## src/rtl/simd_mac_pkg.sv

```systemverilog
package simd_mac_pkg;
  typedef enum logic [2:0] {
    OP_DOT_ADD = 3'd0,
    OP_DOT_SUB = 3'd1,
    OP_CROSS   = 3'd2,
    OP_ADD_CO  = 3'd3,
    OP_ADD_CI  = 3'd4,
    OP_EXT     = 3'd5,
    OP_EXT_R   = 3'd6,
    OP_EXT_RS  = 3'd7
  } mac_op_e;
endpackage

```

## src/rtl/q15_mul.sv

```systemverilog
module q15_mul #(
  parameter int unsigned HALF_W = 16,
  localparam int unsigned PROD_W = 2 * HALF_W
) (
  input  logic [HALF_W-1:0] a_i,
  input  logic [HALF_W-1:0] b_i,
  output logic [PROD_W-1:0] prod_o,
  output logic              sat_o
);
  localparam logic [HALF_W-1:0] MIN_V = {1'b1, {(HALF_W-1){1'b0}}};
  localparam logic [PROD_W-1:0] MAX_P = {1'b0, {(PROD_W-1){1'b1}}};

  logic signed [PROD_W-1:0] full;

  assign full   = $signed(a_i) * $signed(b_i);
  assign sat_o  = (a_i == MIN_V) && (b_i == MIN_V);
  assign prod_o = sat_o ? MAX_P : {full[PROD_W-2:0], 1'b0};
endmodule

```

## src/rtl/acc_bank.sv

```systemverilog
module acc_bank #(
  parameter int unsigned ACC_W = 64,
  parameter int unsigned N_ACC = 4,
  localparam int unsigned SEL_W = $clog2(N_ACC)
) (
  input  logic                        clk_i,
  input  logic                        rst_ni,
  input  logic                        we_i,
  input  logic [SEL_W-1:0]            sel_i,
  input  logic [ACC_W-1:0]            wdata_i,
  output logic [N_ACC-1:0][ACC_W-1:0] acc_o
);
  for (genvar i = 0; i < N_ACC; i++) begin : g_acc
    always_ff @(posedge clk_i or negedge rst_ni) begin
      if (!rst_ni)                            acc_o[i] <= '0;
      else if (we_i && sel_i == SEL_W'(i))    acc_o[i] <= wdata_i;
    end
  end
endmodule

```

## src/rtl/extract_unit.sv

```systemverilog
module extract_unit #(
  parameter int unsigned ACC_W  = 64,
  parameter int unsigned DATA_W = 32,
  localparam int unsigned SH_W  = $clog2(DATA_W)
) (
  input  logic [ACC_W-1:0]  acc_i,
  input  logic [SH_W-1:0]   shift_i,
  input  logic              rnd_i,
  input  logic              sat_i,
  output logic [DATA_W-1:0] res_o,
  output logic              clamp_o
);
  localparam logic [DATA_W-1:0] MAX_V = {1'b0, {(DATA_W-1){1'b1}}};
  localparam logic [DATA_W-1:0] MIN_V = {1'b1, {(DATA_W-1){1'b0}}};

  logic signed [ACC_W:0] ext, bias, sum, shv;
  logic fits, over, under;

  always_comb begin
    ext  = {acc_i[ACC_W-1], acc_i};
    bias = '0;
    if (rnd_i && shift_i != '0) bias = (ACC_W+1)'(1) << (shift_i - 1'b1);
    sum  = ext + bias;
    shv  = sum >>> shift_i;
    // result fits when all bits above the sign position agree
    fits  = (&shv[ACC_W:DATA_W-1]) || !(|shv[ACC_W:DATA_W-1]);
    over  = sat_i && !fits && !shv[ACC_W];
    under = sat_i && !fits &&  shv[ACC_W];
    clamp_o = over || under;
    res_o = over ? MAX_V : under ? MIN_V : shv[DATA_W-1:0];
  end
endmodule

```

## src/rtl/simd_mac_unit.sv

```systemverilog
module simd_mac_unit import simd_mac_pkg::*; #(
  parameter int unsigned DATA_W = 32,
  parameter int unsigned ACC_W  = 64,
  parameter int unsigned N_ACC  = 4,
  localparam int unsigned SEL_W = $clog2(N_ACC),
  localparam int unsigned SH_W  = $clog2(DATA_W),
  localparam int unsigned FLAG_W = N_ACC + 2
) (
  input  logic              clk_i,
  input  logic              rst_ni,
  input  logic              op_valid_i,
  input  logic [2:0]        op_code_i,
  input  logic [SEL_W-1:0]  acc_sel_i,
  input  logic [DATA_W-1:0] src_a_i,
  input  logic [DATA_W-1:0] src_b_i,
  input  logic [SH_W-1:0]   shift_i,
  input  logic              ctl_wr_i,
  input  logic [FLAG_W-1:0] ctl_wdata_i,
  output logic [DATA_W-1:0] result_o,
  output logic              result_valid_o,
  output logic [N_ACC-1:0]  ovf_o,
  output logic              ext_sat_o,
  output logic              carry_o
);
  localparam int unsigned HALF_W = DATA_W / 2;
  localparam int unsigned EXT_W  = ACC_W - DATA_W;

  // lane 1 = left half, lane 0 = right half
  logic [1:0][DATA_W-1:0] prod;
  logic [1:0]             prod_sat;

  for (genvar l = 0; l < 2; l++) begin : g_lane
    q15_mul #(.HALF_W(HALF_W)) u_mul (
      .a_i   (src_a_i[l*HALF_W +: HALF_W]),
      .b_i   (src_b_i[l*HALF_W +: HALF_W]),
      .prod_o(prod[l]),
      .sat_o (prod_sat[l])
    );
  end

  // stage 1
  logic                   s1_valid;
  mac_op_e                s1_op;
  logic [SEL_W-1:0]       s1_sel;
  logic [1:0][DATA_W-1:0] s1_prod;
  logic [1:0]             s1_sat;
  logic [DATA_W-1:0]      s1_a, s1_b;
  logic [SH_W-1:0]        s1_shift;

  always_ff @(posedge clk_i or negedge rst_ni) begin
    if (!rst_ni) begin
      s1_valid <= 1'b0;
      s1_op    <= OP_DOT_ADD;
      s1_sel   <= '0;
      s1_prod  <= '0;
      s1_sat   <= '0;
      s1_a     <= '0;
      s1_b     <= '0;
      s1_shift <= '0;
    end else begin
      s1_valid <= op_valid_i;
      s1_op    <= mac_op_e'(op_code_i);
      s1_sel   <= acc_sel_i;
      s1_prod  <= prod;
      s1_sat   <= prod_sat;
      s1_a     <= src_a_i;
      s1_b     <= src_b_i;
      s1_shift <= shift_i;
    end
  end

  // stage 2: read-modify-write in one cycle, so no forwarding path is needed
  logic [N_ACC-1:0][ACC_W-1:0] acc_all;
  logic [ACC_W-1:0]  acc_rd, p_hi, p_lo, combo, acc_nx;
  logic              is_mac, is_add, is_ext;
  logic [DATA_W:0]   add_wide;
  logic [DATA_W-1:0] ext_res;
  logic              ext_clamp;

  assign acc_rd = acc_all[s1_sel];
  assign is_mac = s1_valid && (s1_op == OP_DOT_ADD || s1_op == OP_DOT_SUB || s1_op == OP_CROSS);
  assign is_add = s1_valid && (s1_op == OP_ADD_CO || s1_op == OP_ADD_CI);
  assign is_ext = s1_valid && (s1_op == OP_EXT || s1_op == OP_EXT_R || s1_op == OP_EXT_RS);

  always_comb begin
    p_hi   = {{EXT_W{s1_prod[1][DATA_W-1]}}, s1_prod[1]};
    p_lo   = {{EXT_W{s1_prod[0][DATA_W-1]}}, s1_prod[0]};
    combo  = (s1_op == OP_CROSS) ? p_hi - p_lo : p_hi + p_lo;
    acc_nx = (s1_op == OP_DOT_SUB) ? acc_rd - combo : acc_rd + combo;
  end

  assign add_wide = {1'b0, s1_a} + {1'b0, s1_b}
                  + (DATA_W+1)'(s1_op == OP_ADD_CI && carry_o);

  acc_bank #(.ACC_W(ACC_W), .N_ACC(N_ACC)) u_bank (
    .clk_i  (clk_i),
    .rst_ni (rst_ni),
    .we_i   (is_mac),
    .sel_i  (s1_sel),
    .wdata_i(acc_nx),
    .acc_o  (acc_all)
  );

  extract_unit #(.ACC_W(ACC_W), .DATA_W(DATA_W)) u_ext (
    .acc_i  (acc_rd),
    .shift_i(s1_shift),
    .rnd_i  (s1_op == OP_EXT_R || s1_op == OP_EXT_RS),
    .sat_i  (s1_op == OP_EXT_RS),
    .res_o  (ext_res),
    .clamp_o(ext_clamp)
  );

  // flags: control write first, then sets from the completing op
  logic [N_ACC-1:0] ovf_d;
  logic             ext_sat_d, carry_d;

  always_comb begin
    ovf_d     = ctl_wr_i ? ctl_wdata_i[N_ACC-1:0] : ovf_o;
    ext_sat_d = ctl_wr_i ? ctl_wdata_i[N_ACC]     : ext_sat_o;
    carry_d   = ctl_wr_i ? ctl_wdata_i[N_ACC+1]   : carry_o;
    if (is_mac && |s1_sat)                ovf_d[s1_sel] = 1'b1;
    if (is_ext && ext_clamp)              ext_sat_d     = 1'b1;
    if (is_add && s1_op == OP_ADD_CO)     carry_d       = add_wide[DATA_W];
  end

  always_ff @(posedge clk_i or negedge rst_ni) begin
    if (!rst_ni) begin
      ovf_o          <= '0;
      ext_sat_o      <= 1'b0;
      carry_o        <= 1'b0;
      result_o       <= '0;
      result_valid_o <= 1'b0;
    end else begin
      ovf_o          <= ovf_d;
      ext_sat_o      <= ext_sat_d;
      carry_o        <= carry_d;
      result_valid_o <= is_add || is_ext;
      if (is_ext)      result_o <= ext_res;
      else if (is_add) result_o <= add_wide[DATA_W-1:0];
    end
  end
endmodule

```

## config.mk

```make
export PLATFORM = sky130hd
export DESIGN_NAME = simd_mac_unit
export DESIGN_NICKNAME = d
export VERILOG_FILES = /design/src/rtl/simd_mac_pkg.sv /design/src/rtl/q15_mul.sv /design/src/rtl/acc_bank.sv /design/src/rtl/extract_unit.sv /design/src/rtl/simd_mac_unit.sv
export SDC_FILE = /design/constraint.sdc
export NUM_CORES = 2
export LEC_CHECK = 0
export BUFFER_PORTS_ARGS = -buffer_cell sky130_fd_sc_hd__clkbuf_2
export CAP_MARGIN = 25
export CORE_UTILIZATION = 58
export CTS_BUF_LIST = sky130_fd_sc_hd__clkbuf_8
export CTS_CLUSTER_DIAMETER = 100
export DETAILED_ROUTE_END_ITERATION = 8
export PLACE_DENSITY = 0.75
export SETUP_SLACK_MARGIN = 0.3
export SYNTH_ARGS = -nofsm -noshare
export SYNTH_HDL_FRONTEND = slang
export SYNTH_HIERARCHICAL = 1
export SYNTH_SLANG_ARGS = --single-unit
```

## constraint.sdc

```tcl
create_clock -name clk_i -period 8.9 [get_ports clk_i]
set_clock_uncertainty 0.15 [all_clocks]
set_input_delay 1.78 -clock clk_i [delete_from_list [all_inputs] [get_ports clk_i]]
set_output_delay 1.78 -clock clk_i [all_outputs]
set_load 0.005 [all_outputs]
```

==> out/results.txt <==
Dpl hpwl = 125 mm
Register-to-register setup slack = 0.65 ns
Clk_lat worst skew = 0.73 ns
Peak Freq = 0.121 GHz
Hold_buf cts = 0
Worst reg-to-reg path cell count = 18
Asr flop ratio synth = 100%
Critical Path AT = 8.68 ns
RSZ-0062 raised after global routing = no
Number of buffers created by CTS = 78
# clock sinks = 436
Post-synth top area cell = dfrtp_1
H-tree Lvls = 3
Placement Rows = 113
Slowest CP cell = dfrtp_4
Worst-path clk slew = 0.06 ns
Number of setup buffers added after CTS = 0
CP endpoint kind = flip-flop
CP max stage delay = 1.00 ns
GRT Util Overall = 33.8%
Crit Reg-Reg Startpoint = s1_sel[0]
Worst hold slack = 0.329 ns
Worst-Margin Slew = 1.10 ns
Area share of the largest cell type after synthesis = 19.7%
Worst flop-to-flop path endpoint = result_o[23]
WP depth = 18
Max-cap viol count = 0
#FFs+latches synth = 436
Crit-path leading delay family = compound AO/OA/AOI/OAI gates
Global-route wire length before repair = 259 mm
Final min period = 8.25 ns
Global placer's final weighted congestion = 1.01
Final global-route overflow total = 0
Setup-failing EPs final = 0
Nets@finish = 6,911
Die ar. = 0.0968 sq mm
Drt pass-1 iters = 6
Die width = 311 microns
Most common cell in the synthesized netlist = inv_1
Fin. Hold Viols = 0
Die Y = 311 microns
Antenna-violating nets left = 0
Final core occ = 61.8%
Initial Utilization = 58.4%
Netlist Area Pre-Place = 0.0554 sq mm
Sequential fraction of the synthesis area = 19.7%
Post-Syn Instances = 6,005
Top cells by count, synth = inv_1 (718), nand2_1 (585), fa_1 (517)
TritonCTS clock tree = yes
Max_slew headroom = 26.9%
Layout cells sized above 1 = 13.3%
Buffers and inverters on the worst path = 1
Critical path type = reg2reg
Drt total wl = 163 mm
Fin Setup TNS = 0 ns
CP cell instances = mux4_2 > ha_1 > nand4_1 > nor3_1 > o21ai_1 > a31oi_2 > xnor2_1 > a221o_1 > mux4_2 > or4b_1 > o31ai_1 > a32o_1 > a221oi_4 > buf_12 > mux2i_1 > and2_1 > a311oi_1 > nor2_1
Clk buf depth = 3
Root buffer cell = clkbuf_8
Average wire per cell in the routed design = 22.3 microns
Vias = 45,600
Initial antenna violation count = 3
Pin count of the biggest net entering global routing = 175
Area growth, synth to finish = 5.72%
Ys flop type = dfrtp_1
IO Count = 123
Worst Setup SP = s1_sel[0]
Residual DRC = 0
Vias per std cell = 6.23
Port-buffer cells = 122
Net count after synthesis = 6,926
Synth Area per Inst = 9.23 sq um
Cell mode on critical path = mux4_2
Startpoint types = flip-flop
Number of synthesis warnings = 6
Initial DRC Count = 4,173
Synth unique cells = 138
Critical path endpoint = result_o[23]
Hold Path Class = reg2reg
CP max FO = 40
Req. time, crit path = 9.33 ns
Area contributors post-synth = dfrtp_1 (20%), fa_1 (19%), ha_1 (7.2%)
Max Slew Vio Count = 0
Core area = 0.0949 sq mm
Final cycle utilization of the critical path = 92.7%
Post-synth EDFFs = 0
Status = finished, final reports clean
Vias in the first global route = 46,400
## repair_timing
action	in CTS	in global routing
gates resized for setup	0	27
setup endpoints to repair	0	68
endpoints found under the hold margin	0	0
## sequential cells by signal (all words and copies together) (netlist names), 2 cells and up
name,flops
s1_op,3
s1_shift,5
s1_sat,2
s1_sel,2
ovf_o,4
s1_a,32
p_hi,32
u_bank/acc_o,256
s1_b,32
p_lo,32
result_o,32
## worst register-to-register path, cell delays in order, from the launching register on
cell and delay (ns):
dfrtp_4 1.00, mux4_2 0.76, ha_1 0.59, nand4_1 0.27, nor3_1 0.88, o21ai_1 0.37
a31oi_2 0.47, xnor2_1 0.19, a221o_1 0.47, mux4_2 0.56, or4b_1 0.23, o31ai_1 0.08
a32o_1 0.33, a221oi_4 0.89, buf_12 0.27, mux2i_1 0.11, and2_1 0.18, a311oi_1 0.26
nor2_1 0.06
## area by class of cell
type | instances | area, sq um
antenna | 2 | 5.00
clock buffer | 100 | 1380
clock inverter | 40 | 355
fill | 8069 | 36300
inverter | 719 | 2700
multi-input combinational | 4535 | 40300
sequential | 436 | 10900
tap | 1265 | 1580
timing repair buffer | 220 | 1400
## metrics by stage
stage               cells  setup WS [ns]  instance area [sq um]
finish               7317          0.652                  58600
global route         7316          0.264                  58600
CTS                  7313          0.343                  58400
detailed placement   7173          0.392                  56700
global placement     7173          0.454                  56700
floorplan            6005           1.06                  55400
## per-layer routing
metal | vias to the layer above | share of wire (%) | GRT usage, %
li1 | 20500 | - | -
met1 | 22600 | 41 | 44.6
met2 | 1992 | 47 | 55.0
met3 | 451 | 7.4 | 4.89
met4 | 4 | 4.9 | 15.9
met5 | - | 0.017 | 0
## worst min-delay path by stage
| stage | slack (ns) | depth (start not counted) | from | to |
|---|---|---|---|---|
| finish | 0.33 | 2 | result_o[0] | result_o[0] |
| global route | 0.35 | 1 | u_bank/acc_o[57] | u_bank/acc_o[57] |
| CTS | 0.33 | 2 | result_o[0] | result_o[0] |
| global placement | 0.31 | 1 | u_bank/acc_o[27] | u_bank/acc_o[27] |
| floorplan | 0.30 | 1 | u_bank/acc_o[10] | u_bank/acc_o[10] |
| detailed placement | 0.32 | 2 | result_o[0] | result_o[0] |
## layout by cell type (no fill, tap or decap), types with 32 or more instances in the layout
master    Yosys  final
a21o_1      110    110
nand2_1     585    584
nand3_1      89     89
o211ai_1     39     39
nor2_1      303    301
a211oi_1     49     49
o21ai_0     211    208
inv_1       718    735
buf_4        30     95
mux2_2      206    206
ha_1        320    317
mux4_2       78     78
o21a_1       49     49
or3_1        46     45
or2_2        32     32
nand2b_1     56     56
nor3_1       71     71
nor4_1       42     40
clkbuf_2      5    121
dfrtp_1     436    433
a31oi_1      38     36
and2_1      281    282
xor2_1      109    109
clkbuf_8      4    100
xnor2_1     173    171
nand4_1      68     68
a21oi_1     309    306
mux2i_1     128    128
mux2_1       83     83
fa_1        517    517
## logic make-up after synthesis
| group | share of synthesized area (%) |
|---|---|
| adders and majority gates | 25.9 |
| buffers and inverters | 7.96 |
| AOI/OAI and AO/OA | 14.3 |
| and+or+nand+nor | 16.3 |
| muxes | 11.4 |
| DFF | 19.7 |
| other | 0.00677 |
| xor gates and xnor gates | 4.49 |
Power is left out: the tool's default activity adds up to more than one toggle a clock period on the data nets, which glitch-free logic cannot reach.
